--- src/rtl/mpu_cfg_pkg.sv ---
package mpu_cfg_pkg;

    typedef enum logic [3:0] {
        SEL_NONE,
        SEL_ID,
        SEL_CTYPE,
        SEL_CACHE_D,
        SEL_CACHE_I,
        SEL_WBUF,
        SEL_AP_D_CMP,
        SEL_AP_I_CMP,
        SEL_AP_D_EXT,
        SEL_AP_I_EXT,
        SEL_REGION,
        SEL_LOCK_D,
        SEL_LOCK_I
    } sel_e;

endpackage

--- src/rtl/mpu_cfg_decode.sv ---
module mpu_cfg_decode
    import mpu_cfg_pkg::*;
#(
    parameter int NREG = 8
) (
    input  logic       en,
    input  logic       wr,
    input  logic [3:0] crn,
    input  logic [2:0] op2,
    input  logic [3:0] crm,
    output sel_e       sel,
    output logic       undef
);

    always_comb begin
        sel = SEL_NONE;
        case (crn)
            4'd0: begin
                if (!wr) begin
                    if (op2 == 3'd0)      sel = SEL_ID;
                    else if (op2 == 3'd1) sel = SEL_CTYPE;
                end
            end
            4'd2: begin
                if (op2 == 3'd0)      sel = SEL_CACHE_D;
                else if (op2 == 3'd1) sel = SEL_CACHE_I;
            end
            4'd3: sel = SEL_WBUF;
            4'd5: begin
                case (op2)
                    3'd0:    sel = SEL_AP_D_CMP;
                    3'd1:    sel = SEL_AP_I_CMP;
                    3'd2:    sel = SEL_AP_D_EXT;
                    3'd3:    sel = SEL_AP_I_EXT;
                    default: sel = SEL_NONE;
                endcase
            end
            4'd6: begin
                if (int'(crm) < NREG) sel = SEL_REGION;
            end
            4'd9: begin
                if (crm == 4'd0) begin
                    if (op2 == 3'd0)      sel = SEL_LOCK_D;
                    else if (op2 == 3'd1) sel = SEL_LOCK_I;
                end
            end
            default: sel = SEL_NONE;
        endcase
        undef = en && (sel == SEL_NONE);
    end

endmodule

--- src/rtl/mpu_ap_convert.sv ---
module mpu_ap_convert #(
    parameter int NREG = 8,
    localparam int CW  = 2 * NREG,
    localparam int EW  = 4 * NREG
) (
    input  logic [EW-1:0] ext_d,
    input  logic [EW-1:0] ext_i,
    input  logic [CW-1:0] cmp_in,
    output logic [CW-1:0] pack_d,
    output logic [CW-1:0] pack_i,
    output logic [EW-1:0] expand
);

    for (genvar g = 0; g < NREG; g++) begin : g_field
        assign pack_d[2*g +: 2]   = ext_d[4*g +: 2];
        assign pack_i[2*g +: 2]   = ext_i[4*g +: 2];
        assign expand[4*g +: 4]   = {2'b00, cmp_in[2*g +: 2]};
    end

endmodule

--- src/rtl/mpu_cfg_regfile.sv ---
module mpu_cfg_regfile
    import mpu_cfg_pkg::*;
#(
    parameter int          NREG      = 8,
    parameter int          DW        = 32,
    parameter logic [31:0] ID_VAL    = 32'h41059461,
    parameter logic [31:0] CTYPE_VAL = 32'h0f004006,
    localparam int         CW        = 2 * NREG,
    localparam int         EW        = 4 * NREG,
    localparam int         RIW       = (NREG > 1) ? $clog2(NREG) : 1
) (
    input  logic               clk,
    input  logic               rst_n,
    input  logic               acc_en,
    input  logic               acc_wr,
    input  logic [3:0]         acc_crn,
    input  logic [2:0]         acc_op2,
    input  logic [3:0]         acc_crm,
    input  logic [DW-1:0]      acc_wdata,
    output logic [DW-1:0]      rd_data,
    output logic               undef_flag,
    output logic [DW-1:0]      cache_data,
    output logic [DW-1:0]      cache_insn,
    output logic [DW-1:0]      wbuf_ctrl,
    output logic [EW-1:0]      ap_data,
    output logic [EW-1:0]      ap_insn,
    output logic [NREG*DW-1:0] region_flat
);

    typedef struct packed {
        logic [DW-1:0]            cache_d;
        logic [DW-1:0]            cache_i;
        logic [DW-1:0]            wbuf;
        logic [EW-1:0]            ap_d;
        logic [EW-1:0]            ap_i;
        logic [DW-1:0]            lock_d;
        logic [DW-1:0]            lock_i;
        logic [NREG-1:0][DW-1:0]  region;
        logic [DW-1:0]            rd;
        logic                     undef;
    } state_t;

    state_t st_d, st_q;

    sel_e          sel;
    logic          dec_undef;
    logic [CW-1:0] pack_d, pack_i;
    logic [EW-1:0] expand;
    logic [RIW-1:0] ridx;

    assign ridx = acc_crm[RIW-1:0];

    mpu_cfg_decode #(.NREG(NREG)) u_dec (
        .en    (acc_en),
        .wr    (acc_wr),
        .crn   (acc_crn),
        .op2   (acc_op2),
        .crm   (acc_crm),
        .sel   (sel),
        .undef (dec_undef)
    );

    mpu_ap_convert #(.NREG(NREG)) u_conv (
        .ext_d  (st_q.ap_d),
        .ext_i  (st_q.ap_i),
        .cmp_in (acc_wdata[CW-1:0]),
        .pack_d (pack_d),
        .pack_i (pack_i),
        .expand (expand)
    );

    always_comb begin
        st_d       = st_q;
        st_d.rd    = '0;
        st_d.undef = dec_undef;
        if (acc_en && !dec_undef) begin
            if (acc_wr) begin
                case (sel)
                    SEL_CACHE_D:  st_d.cache_d      = acc_wdata;
                    SEL_CACHE_I:  st_d.cache_i      = acc_wdata;
                    SEL_WBUF:     st_d.wbuf         = acc_wdata;
                    SEL_AP_D_CMP: st_d.ap_d         = expand;
                    SEL_AP_I_CMP: st_d.ap_i         = expand;
                    SEL_AP_D_EXT: st_d.ap_d         = acc_wdata[EW-1:0];
                    SEL_AP_I_EXT: st_d.ap_i         = acc_wdata[EW-1:0];
                    SEL_REGION:   st_d.region[ridx] = acc_wdata;
                    SEL_LOCK_D:   st_d.lock_d       = acc_wdata;
                    SEL_LOCK_I:   st_d.lock_i       = acc_wdata;
                    default:      ;
                endcase
            end else begin
                case (sel)
                    SEL_ID:       st_d.rd = DW'(ID_VAL);
                    SEL_CTYPE:    st_d.rd = DW'(CTYPE_VAL);
                    SEL_CACHE_D:  st_d.rd = st_q.cache_d;
                    SEL_CACHE_I:  st_d.rd = st_q.cache_i;
                    SEL_WBUF:     st_d.rd = st_q.wbuf;
                    SEL_AP_D_CMP: st_d.rd = DW'(pack_d);
                    SEL_AP_I_CMP: st_d.rd = DW'(pack_i);
                    SEL_AP_D_EXT: st_d.rd = DW'(st_q.ap_d);
                    SEL_AP_I_EXT: st_d.rd = DW'(st_q.ap_i);
                    SEL_REGION:   st_d.rd = st_q.region[ridx];
                    SEL_LOCK_D:   st_d.rd = st_q.lock_d;
                    SEL_LOCK_I:   st_d.rd = st_q.lock_i;
                    default:      st_d.rd = '0;
                endcase
            end
        end
    end

    always_ff @(posedge clk) begin
        if (!rst_n) st_q <= '0;
        else        st_q <= st_d;
    end

    assign rd_data     = st_q.rd;
    assign undef_flag  = st_q.undef;
    assign cache_data  = st_q.cache_d;
    assign cache_insn  = st_q.cache_i;
    assign wbuf_ctrl   = st_q.wbuf;
    assign ap_data     = st_q.ap_d;
    assign ap_insn     = st_q.ap_i;
    assign region_flat = st_q.region;

endmodule


--- config.mk ---
export PLATFORM = sky130hd
export DESIGN_NAME = mpu_cfg_regfile
export DESIGN_NICKNAME = d
export VERILOG_FILES = /design/src/rtl/mpu_cfg_pkg.sv /design/src/rtl/mpu_cfg_decode.sv /design/src/rtl/mpu_ap_convert.sv /design/src/rtl/mpu_cfg_regfile.sv
export SDC_FILE = /design/constraint.sdc
export NUM_CORES = 1
export LEC_CHECK = 0
export ABC_AREA = 1
export CAP_MARGIN = 30
export CELL_PAD_IN_SITES_DETAIL_PLACEMENT = 0
export CELL_PAD_IN_SITES_GLOBAL_PLACEMENT = 1
export CORE_AREA = 10 10 292 294
export DETAILED_ROUTE_END_ITERATION = 6
export DIE_AREA = 0 0 302 304
export MAX_ROUTING_LAYER = met4
export PLACE_DENSITY_LB_ADDON = 0.25
export SYNTH_ARGS = -nofsm -noshare
export SYNTH_HDL_FRONTEND = slang
export SYNTH_SLANG_ARGS = --single-unit
--- constraint.sdc ---
create_clock -name clk -period 5.1 [get_ports clk]
set_clock_uncertainty 0.15 [all_clocks]
set_input_delay 0.51 -clock clk [delete_from_list [all_inputs] [get_ports clk]]
set_output_delay 0.51 -clock clk [all_outputs]
set_load 0.005 [all_outputs]
Word-level counts from Yosys, hierarchy flattened

Cells that the tools add are included.

Bits in registers: 513
Latch bits: 0
RAM bits: 0
Memory bits (read-only): 0
Input port bits: 47
Word-level logic and storage cells: 80
Memories: 0

$add $sub $neg: 0
$mul: 0
Divide/modulo/power cells: 0
$lt $le $gt $ge: 3
Equal/unequal tests: 20
Shifts and indexed selects: 0
Muxes and demuxes: 19
Bitwise operators: 2
Reductions and logical operators: 19

Operators with widths:

| kind                                                                                 | count |
|---|---|
| 32-bit one-hot mux with 12 select lines                                              | 1 |
| 256-bit bitwise mux                                                                  | 1 |
| 32-bit one-hot mux with 2 select lines                                               | 2 |
| 32-bit binary-select mux with 3-bit select                                           | 1 |
| 32-bit demux with 3-bit select                                                       | 1 |
| 32-bit 2-to-1 mux                                                                    | 2 |
| 4-bit 2-to-1 mux                                                                     | 7 |
| 4-bit by 3-bit equality test with 1-bit output (second input constant)               | 6 |
| 4-bit equality test (second input constant)                                          | 6 |
| 4-bit one-hot mux with 6 select lines                                                | 1 |
| 3-bit AND reduction                                                                  | 8 |
| 4-bit by 2-bit equality test with 1-bit output (second input constant)               | 4 |
| 4-bit one-hot mux with 4 select lines                                                | 1 |
| 4-bit zero test                                                                      | 3 |
| 3-bit by 2-bit equality test with 1-bit output (second input constant)               | 2 |
| 4-bit by 1-bit equality test with 1-bit output (second input constant)               | 1 |
| 3-bit by 4-bit < comparator with 1-bit output (second input constant)                | 1 |
| 4-bit < comparator (second input constant)                                           | 1 |
| 2-bit nonzero test                                                                   | 2 |
| 3-bit by 1-bit equality test with 1-bit output (second input constant)               | 1 |
| 3-bit by 1-bit greater-or-equal comparator with 1-bit output (second input constant) | 1 |
| 1-bit logical AND                                                                    | 3 |
| 3-bit zero test                                                                      | 1 |
| 3-bit 2-to-1 mux                                                                     | 1 |
| other kinds (4)                                                                      | 5 |

Longest topological paths before layout

Gate-level depths: netlist of run 1.

Depth in word-level cells: 11
Depth in mapped cells: 17
Depth with buffers taken out: 15

Cells and area by module

A second synthesis of run 1 with hierarchy kept.

Cells, all modules: 3873
Area total of the unflattened synthesis: 26525.4 um^2

Modules (own cells, without submodules):

| module          | instances | cells each | area each (um^2) |
|---|---|---|---|
| mpu_cfg_regfile | 1         | 3748       | 25782.2 |
| mpu_ap_convert  | 1         | 65         | 484.2 |
| mpu_cfg_decode  | 1         | 60         | 259.0 |

Worst setup path after synthesis of run 1

OpenSTA, ideal clock, no wires.

Path kind: input-to-reg
Start point: in acc_crm[2]
End point: reg st_q[349] in the netlist's numbering
Arrival time: 2087 ps
Required time: 4839 ps
Setup slack: 2752 ps
Cell stages on the path: 15
Path through: buf_2 > nor2_2 > nand3_1 > nor2_2 > nand2_2 > nand3_1 > inv_1 > nand2_1 > nand2_2 > nor2_8 > buf_6 > buf_4 > nand3_1 > nand2_1 > nor2_1

Cells in the longest elaborated chain, start to end: 8

Ends and longest elaborated chain:

| item                                                         | line                                       | text |
|---|---|---|
| start: declaration                                           | mpu_cfg_regfile.sv:18                      | `input logic [3:0] acc_crm,` |
| 4-bit < comparator / 4-bit zero test (equally long branches) | mpu_cfg_decode.sv:39, mpu_cfg_decode.sv:42 |  |
| 4-bit 2-to-1 mux (on tied branches)                          | mpu_cfg_decode.sv:39, mpu_cfg_decode.sv:42 |  |
| 4-bit one-hot mux with 6 select lines *                      | mpu_cfg_decode.sv:17                       | `case (crn)` |
| 4-bit zero test                                              | mpu_cfg_decode.sv:49                       | `undef = en && (sel == SEL_NONE);` |
| 1-bit logical AND                                            | mpu_cfg_decode.sv:49                       |  |
| 1-bit zero test                                              | mpu_cfg_regfile.sv:76                      | `if (acc_en && !dec_undef) begin` |
| 1-bit logical AND                                            | mpu_cfg_regfile.sv:76                      |  |
| 3-bit AND reduction (no source line) *                       | --                                         |  |
| end signal: assignment                                       | mpu_cfg_regfile.sv:113                     | `else st_q <= st_d;` |
| end: declaration                                             | mpu_cfg_regfile.sv:43                      | `state_t st_d, st_q;` |

Every way passes the cells marked *; elsewhere a longest branch is shown, timed or not.
A chain may end at the register's enable or synchronous reset.

Final worst setup path of run 1

Start point: in acc_crm[0]
End point: reg st_q, in the netlist region_flat[3]

Cells in the longest elaborated chain, start to end: 8

Ends and longest elaborated chain:

| item                                                         | line |
|---|---|
| 4-bit < comparator / 4-bit zero test (equally long branches) | mpu_cfg_decode.sv:39, mpu_cfg_decode.sv:42 |
| 4-bit 2-to-1 mux (on tied branches)                          | mpu_cfg_decode.sv:39, mpu_cfg_decode.sv:42 |
| 4-bit one-hot mux with 6 select lines                        | mpu_cfg_decode.sv:17 |
| 4-bit zero test                                              | mpu_cfg_decode.sv:49 |
| 1-bit logical AND                                            | mpu_cfg_decode.sv:49 |
| 1-bit zero test                                              | mpu_cfg_regfile.sv:76 |
| 1-bit logical AND                                            | mpu_cfg_regfile.sv:76 |
| 3-bit AND reduction (no source line)                         | -- |

Parallel ways exist; a longest one is shown, timed or not.

==> results by group, run 1 <==
Outcome
  – Status: completed

CTS
  – CTS Hold Bufs: 0
  – CTS Sinks: 513
  – Post-CTS Setup Bufs: 0
  – Clk_lat worst skew: 0.62 ns
  – Clk root buf: clkbuf_16
  – PostCTS Resize Cnt: 0
  – TritonCTS buffer count: 61
  – Reg clk slew, reported paths: 0.06 ns
  – CTS tree: yes
  – Longest Clk Path Bufs: 3
  – H-tree levels: 2

Timing
  – Fin. Hold Viols: 0
  – RSZ-0062 raised after global routing: no
  – Period minus WS final: 3.541 ns
  – Tightest Pin Transition: 1.114 ns
  – WHS: 0.1921 ns
  – Max-Slew Margin vs Limit: 25.74%
  – Total Neg Setup Slack: 0 ns
  – Fmax: 282.4 MHz
  – Final period util: 69.44%
  – Setup violators final: 0
  – Pins Over Slew Limit: 0

Die
  – Chip height: 304 µm
  – Die Wd: 302 µm
  – IO Pins: 496
  – Initial Util: 34.55%
  – Die ar.: 0.09181 mm²
  – Num rows: 104
  – Core Footprint: 0.07964 mm²

Setup path
  – Crit Path Class: primary input to flop
  – CP Data Required Time: 5.49 ns
  – Nature of the critical path startpoint: primary input
  – CP endpoint: region_flat[3]
  – Crit path cell chain: clkdlybuf4s50_1 -> inv_2 -> nand2_1 -> nor2_1 -> nand3_1 -> nand2_1 -> nor2_4 -> nand2_4 -> nor2_4 -> nor2_8 -> nand4_4 -> buf_4 -> nand2_1 -> nand2_1 -> nor2_1
  – Largest stage delay, worst path: 0.72 ns
  – CP Buf/Inv Count: 3
  – Reg2Reg Setup Slack: 2.85 ns
  – Critical path's slowest cell: nand4_4
  – CP most frequent cell: nand2_1
  – Critical path depth in cells: 15
  – Crit end category: flop
  – CP delay by family, top: simple AND/OR/NAND/NOR gates
  – Crit path DAT: 3.93 ns
  – Critical path fanouts, max: 52
  – Worst reg2reg startpoint: region_flat[203]
  – Reg2Reg Depth: 6
  – Crit Reg-Reg Endpoint: rd_data[11]
  – CP startpoint: acc_crm[0]

Finish
  – Most frequent cells in the layout: nand2_1, nor2_1, dfxtp_1
  – NumNets Final: 4276
  – Synth-to-Final Area Change: 17.14%
  – Share of cells above drive strength 1: 5.333%
  – Commonest non-fill, non-tap cell in the layout: nand2_1

Detailed routing
  – Drt total wl: 116.4 mm
  – Residual DRC count: 0
  – Vias: 24840
  – Per-cell routed wire length: 21.82 µm
  – DR pass1 iterations: 6
  – Post-route ant nets: 0
  – DR iter-0 viols: 1763
  – DR vias/cell: 4.654

Global route
  – Initial antenna violation count: 1
  – Largest net degree at the start of global routing: 175
  – Total Routing Usage GR: 24.99%
  – Vias in the first global route: 23190
  – Total grt overflow: 0
  – First-pass GRT wire length: 167.5 mm

Logic synthesis
  – Synthesized flop and latch total: 513
  – Synth cell types: 39
  – Synth Instances: 4286
  – Synthesis warning total: 0
  – Syn Area/Cell: 6.419 µm²
  – Post-Synth Simple-Gate Area: 33.23%
  – Post-synthesis mux area share: 0%
  – Post-synthesis compound-gate area fraction: 6.681%
  – Main combinational cell family by area after synthesis: simple AND/OR/NAND/NOR gates
  – Synth Cell Area: 0.02751 mm²
  – Register area share after synthesis: 37.33%
  – Post-Syn Nets: 4333
  – Synth Area in XOR/XNOR: 0%
  – Post-Synth Adder-Cell Area: 0%

Place
  – GP Congestion: 0.8809
  – DP Wirelength: 84.23 mm
  – Port Buffers: 495

Power
  – Pwr per Cell Area: 278.4 mW/mm²
  – Maximum vdd drop: 0.2948 mV
  – Pleak: 15.25 nW

Hold path
  – Worst min path class: primary input to flop

Flow run
  – Max Cap Viol: 0
[cell usage after synthesis, drive strengths merged]
library cell  instances  area (µm²)
nand3b               17       127.6
dfxtp               513       10270
buf                 564        3950
nor2               1009        3855
o211ai                3       22.52
o2bb2ai               1       8.760
clkbuf              130       488.0
a221oi                8       70.07
a211oi                2       15.01
nand2              1091        4153
nor3                 26       130.1
nand3                93       485.5
a22oi                21       157.7
inv                 483        1813
nand4                45       384.1
o21bai                1       7.510
and3                  1       6.260
o22ai                97       606.8
a21oi                74       370.4
o21ai                88       444.2
clkinv                3       11.26
a31oi                 2       12.51
o221ai               12       105.1
o2111ai               2       17.52
[worst min-delay path by stage]
stage,startpoint,to,slack [ns],cells past startpoint
floorplan,st_q[323],st_q[323],0.29,2
CTS,rst_n,cache_data[1],0.17,3
finish,rst_n,cache_insn[17],0.19,3
detailed placement,st_q[334],st_q[334],0.31,2
global placement,st_q[332],st_q[332],0.30,2
global route,rst_n,cache_insn[17],0.20,3
[metal layers]
layer / GRT usage (%) / vias up / wire [µm]
met5: - / - / 0
met4: 6.000 / 0 / 2884
met3: 4.991 / 145 / 8599
met2: 38.19 / 794 / 51730
met1: 33.46 / 11480 / 53230
li1: - / 12420 / -
[sequential cells by signal (all words and copies together), names as in the netlist]
name,count
ap_insn,32
undef_flag,1
region_flat,256
cache_insn,32
cache_data,32
wbuf_ctrl,32
ap_data,32
rd_data,32
st_q,64
[kinds of logic (layout without fill, tap and decap cells)]
kind of cell / Yosys count / count (layout)
DFF: 513 / 513
AOI/OAI and AO/OA: 311 / 311
buffers and inverters: 1180 / 1169
and+or+nand+nor: 2282 / 2282
other: 0 / 1
[power breakdown]
group          internal, mW  switching, mW  leakage [nW]  total (mW)
Sequential             4.01        0.00423          4.13        4.02
Clock                  2.60           1.83         0.982        4.43
Combinational         0.134          0.392          10.1       0.526
Total                  6.75           2.22          15.2        8.97
[worst reg2reg max path, stage by stage, from the launching register on]
cell     delay [ns]
dfxtp_1        0.37
nor2_1         0.06
nor3_1         0.56
nand4_1        0.42
nand2_1        0.25
nor2_1         0.07
a21oi_1        0.28
[layout make-up]
type / count / area [µm²]
clock buffer: 90 / 1785
sequential: 513 / 10270
clock inverter: 19 / 209.0
tap: 1060 / 1326
antenna: 1 / 2.502
inverter: 486 / 1824
timing repair buffer: 574 / 5798
fill: 8555 / 47410
multi-input combinational: 2593 / 11010
[stage by stage]
| step | util (%) | area (µm²) | std cells | worst slack, ns | power [mW] |
|---|---|---|---|---|---|
| after floorplan | - | 27510 | 4286 | 2.752 | 4.355 |
| after global placement | 37.59 | 29940 | 5213 | 0.9488 | 4.609 |
| after detailed placement | 37.89 | 30180 | 5224 | 0.9243 | 4.620 |
| after CTS | 40.40 | 32170 | 5333 | 1.571 | 9.063 |
| after global routing | 40.46 | 32220 | 5335 | 1.337 | 9.266 |
| final | 40.47 | 32230 | 5336 | 1.559 | 8.971 |
(Power assumes the default switching activity.)
==> run 2: changes to the inputs <==
- CORE_AREA: 10 10 292 294 -> 10 10 296 298
- DIE_AREA: 0 0 302 304 -> 0 0 306 308
- clock period: 5.1 -> 3.06 ns (I/O delays scaled with it)
==> results by group, run 2 (synthesis gave the netlist of run 1 again) <==
Timing
  – Max-Slew Margin vs Limit: 27.97% (was 25.74%)
  – Fmax: 397.8 MHz
  – RSZ-0062 raised after global routing: no (unchanged)
  – Pins Over Slew Limit: 0 (unchanged)
  – Total Neg Setup Slack: 0 ns (unchanged)
  – Fin. Hold Viols: 0 (unchanged)
  – Final period util: 82.14%
  – Tightest Pin Transition: 1.080 ns (was 1.114 ns)
  – Fin worst setup slack: 0.5464 ns (was 1.559 ns)
  – Period minus WS final: 2.514 ns
  – Setup violators final: 0 (unchanged)

Setup path
  – Critical path's slowest cell: clkdlybuf4s50_1 (was nand4_4)
  – Largest stage delay, worst path: 0.59 ns (was 0.72 ns)
  – Crit path cell chain: clkdlybuf4s50_1 -> inv_2 -> buf_4 -> nand3_1 -> buf_12 -> inv_1 -> buf_12 -> nand2_1 -> o211ai_1 -> nor3_1 -> nand3_1 -> nand3_1 -> nor2_1 -> a21oi_1 (was clkdlybuf4s50_1 -> inv_2 -> nand2_1 -> nor2_1 -> nand3_1 -> nand2_1 -> nor2_4 -> nand2_4 -> nor2_4 -> nor2_8 -> nand4_4 -> buf_4 -> nand2_1 -> nand2_1 -> nor2_1)
  – Worst reg2reg startpoint: region_flat[161] (was region_flat[203])
  – Critical path fanouts, max: 7 (was 52)
  – CP startpoint: acc_crm[1] (was acc_crm[0])
  – CP Data Required Time: 3.43 ns (was 5.49 ns)
  – CP Buf/Inv Count: 6 (was 3)
  – CP most frequent cell: nand3_1 (was nand2_1)
  – Crit end category: flop (unchanged)
  – Nature of the critical path startpoint: primary input (unchanged)
  – CP delay by family, top: simple AND/OR/NAND/NOR gates (unchanged)
  – Crit Path Class: primary input to flop (unchanged)
  – Crit path DAT: 2.89 ns (was 3.93 ns)

Power
  – Combinational share of power: 6.4% (was 5.9%)
  – Maximum vdd drop: 0.3082 mV (was 0.2948 mV)
  – Net Sw Power: 3.816 mW (was 2.223 mW)
  – Seq pwr share: 44.5% (was 44.8%)
  – Switch share: 25.35% (was 24.78%)
  – Int Pwr: 11.24 mW (was 6.748 mW)
  – Pwr per Cell Area: 449.7 mW/mm² (was 278.4 mW/mm²)
  – Clock Power Share: 49.1% (was 49.4%)
  – Pleak: 15.96 nW (was 15.25 nW)

Detailed routing
  – Vias: 25300 (was 24840)
  – Top sig layer: met4 (unchanged)
  – WL met1: 52.64 mm (was 53.23 mm)
  – DR WL met3: 8.707 mm (was 8.599 mm)
  – DR pass1 iterations: 5 (was 6)
  – DR vias/cell: 4.622 (was 4.654)
  – Drt total wl: 116.8 mm (was 116.4 mm)
  – Residual DRC count: 0 (unchanged)
  – Per-cell routed wire length: 21.35 µm (was 21.82 µm)
  – Post-route ant nets: 0 (unchanged)
  – DR iter-0 viols: 2290 (was 1763)
  – Met2 WL: 52.10 mm (was 51.73 mm)

CTS
  – CTS tree: yes (unchanged)
  – Longest Clk Path Bufs: 3 (unchanged)
  – TritonCTS buffer count: 66 (was 61)
  – Clk root buf: clkbuf_16 (unchanged)
  – H-tree levels: 3 (was 2)
  – Post-CTS Setup Bufs: 0 (unchanged)
  – Clk_lat worst skew: 0.61 ns (was 0.62 ns)
  – CTS Sinks: 513 (unchanged)
  – Reg clk slew, reported paths: 0.05 ns (was 0.06 ns)

Place
  – Placed Instances: 5355 (was 5224)
  – DP Wirelength: 85.71 mm (was 84.23 mm)
  – Place WS: 0.01033 ns (was 0.9243 ns)
  – GP Congestion: 0.8852 (was 0.8809)
  – Port Buffers: 495 (unchanged)
  – Placed inst area: 0.03148 mm² (was 0.03018 mm²)

Die
  – Die ar.: 0.09425 mm² (was 0.09181 mm²)
  – Num rows: 105 (was 104)
  – Core Footprint: 0.08158 mm² (was 0.07964 mm²)
  – Die Wd: 306 µm (was 302 µm)
  – IO Pins: 496 (unchanged)
  – Initial Util: 33.72% (was 34.55%)
  – Chip height: 308 µm (was 304 µm)

Global route
  – First-pass GRT wire length: 167.4 mm (was 167.5 mm)
  – Largest net degree at the start of global routing: 163 (was 175)
  – Total grt overflow: 0 (unchanged)
  – Vias in the first global route: 23780 (was 23190)
  – Total Routing Usage GR: 24.45% (was 24.99%)
  – Initial antenna violation count: 3 (was 1)

Finish
  – Share of cells above drive strength 1: 7.818% (was 5.333%)
  – Synth-to-Final Area Change: 21.67% (was 17.14%)
  – Most frequent cells in the layout: nand2_1, nor2_1, dfxtp_1 (unchanged)
  – Commonest non-fill, non-tap cell in the layout: nand2_1 (unchanged)
  – Final cell count without fillers: 5473 (was 5336)
  – Max reg flops: 256 (unchanged)
  – NumNets Final: 4401 (was 4276)
  – Final instance area: 0.03347 mm² (was 0.03223 mm²)

Hold path
  – Worst min path class: primary input to flop (unchanged)
  – Worst Hold Launch: acc_wdata[17] (was rst_n)

Outcome
  – Status: completed (unchanged)

Flow run
  – Max Cap Viol: 0 (unchanged)
==> run 2: cell types whose count changed in the layout (fill, tap and decap cells not counted), sizes merged <==
cell,before,now
clkinv,14,15
inv,484,486
diode,1,3
buf,79,199
clkinvlp,3,1
bufinv,4,0
clkbuf,91,98
dlygate4sd3,0,1
==> run 2: routing by layer <==
layer  up-vias  track usage (%)
li1      12660                -
met5         -                -
met3       144            5.625
met4         0            7.834
met1     11640            31.39
met2       859            37.70
==> run 2: area by class of cell <==
class                           instances  area [µm²]
Clock inverter                         16       93.84
Timing Repair Buffer                  694        7044
Antenna cell                            3       7.507
Tap cell                             1070        1339
Fill cell                            8631       48110
Clock buffer                           98        1883
Inverter                              486        1824
Sequential cell                       513       10270
Multi-Input combinational cell       2593       11010
==> run 2: worst paths after layout <==
kind	cells after the start	endpoint	slack [ns]
setup reg to reg	8	rd_data[1]	1.09
setup / recovery	14	rd_data[1]	0.55
hold reg to reg	2	st_q[342]	0.32
hold / removal	3	cache_insn[17]	0.29
==> run 2: worst min-delay path, stage by stage <==
cell,delay [ns]
clkdlybuf4s50_1,0.50
nor2_1,0.14
nor2_1,0.05
==> run 2: through the flow <==
step	power (mW)	util (%)	hold WS, ns
floorplan	7.258	-	0.2907
global placement	7.799	38.58	0.3025
global route	15.52	41.03	0.2880
CTS	15.20	41.02	0.2687
detailed placement	7.795	38.58	0.3081
finish	15.05	41.03	0.2915
==> run 2: repair_timing <==
action,CTS,global route
hold buffers,1,0
resized for setup,0,0
endpoints found under the hold margin,49,0
==> run 2: power groups by stage <==
stage / clock, mW / combinational (mW) / sequential [mW]
2_1_floorplan: 0 / 0.421 / 6.84
3_3_place_gp: 0 / 0.959 / 6.84
3_5_place_dp: 0 / 0.955 / 6.84
4_1_cts: 7.55 / 0.959 / 6.69
5_1_grt: 7.81 / 1.02 / 6.69
6_report: 7.40 / 0.963 / 6.69
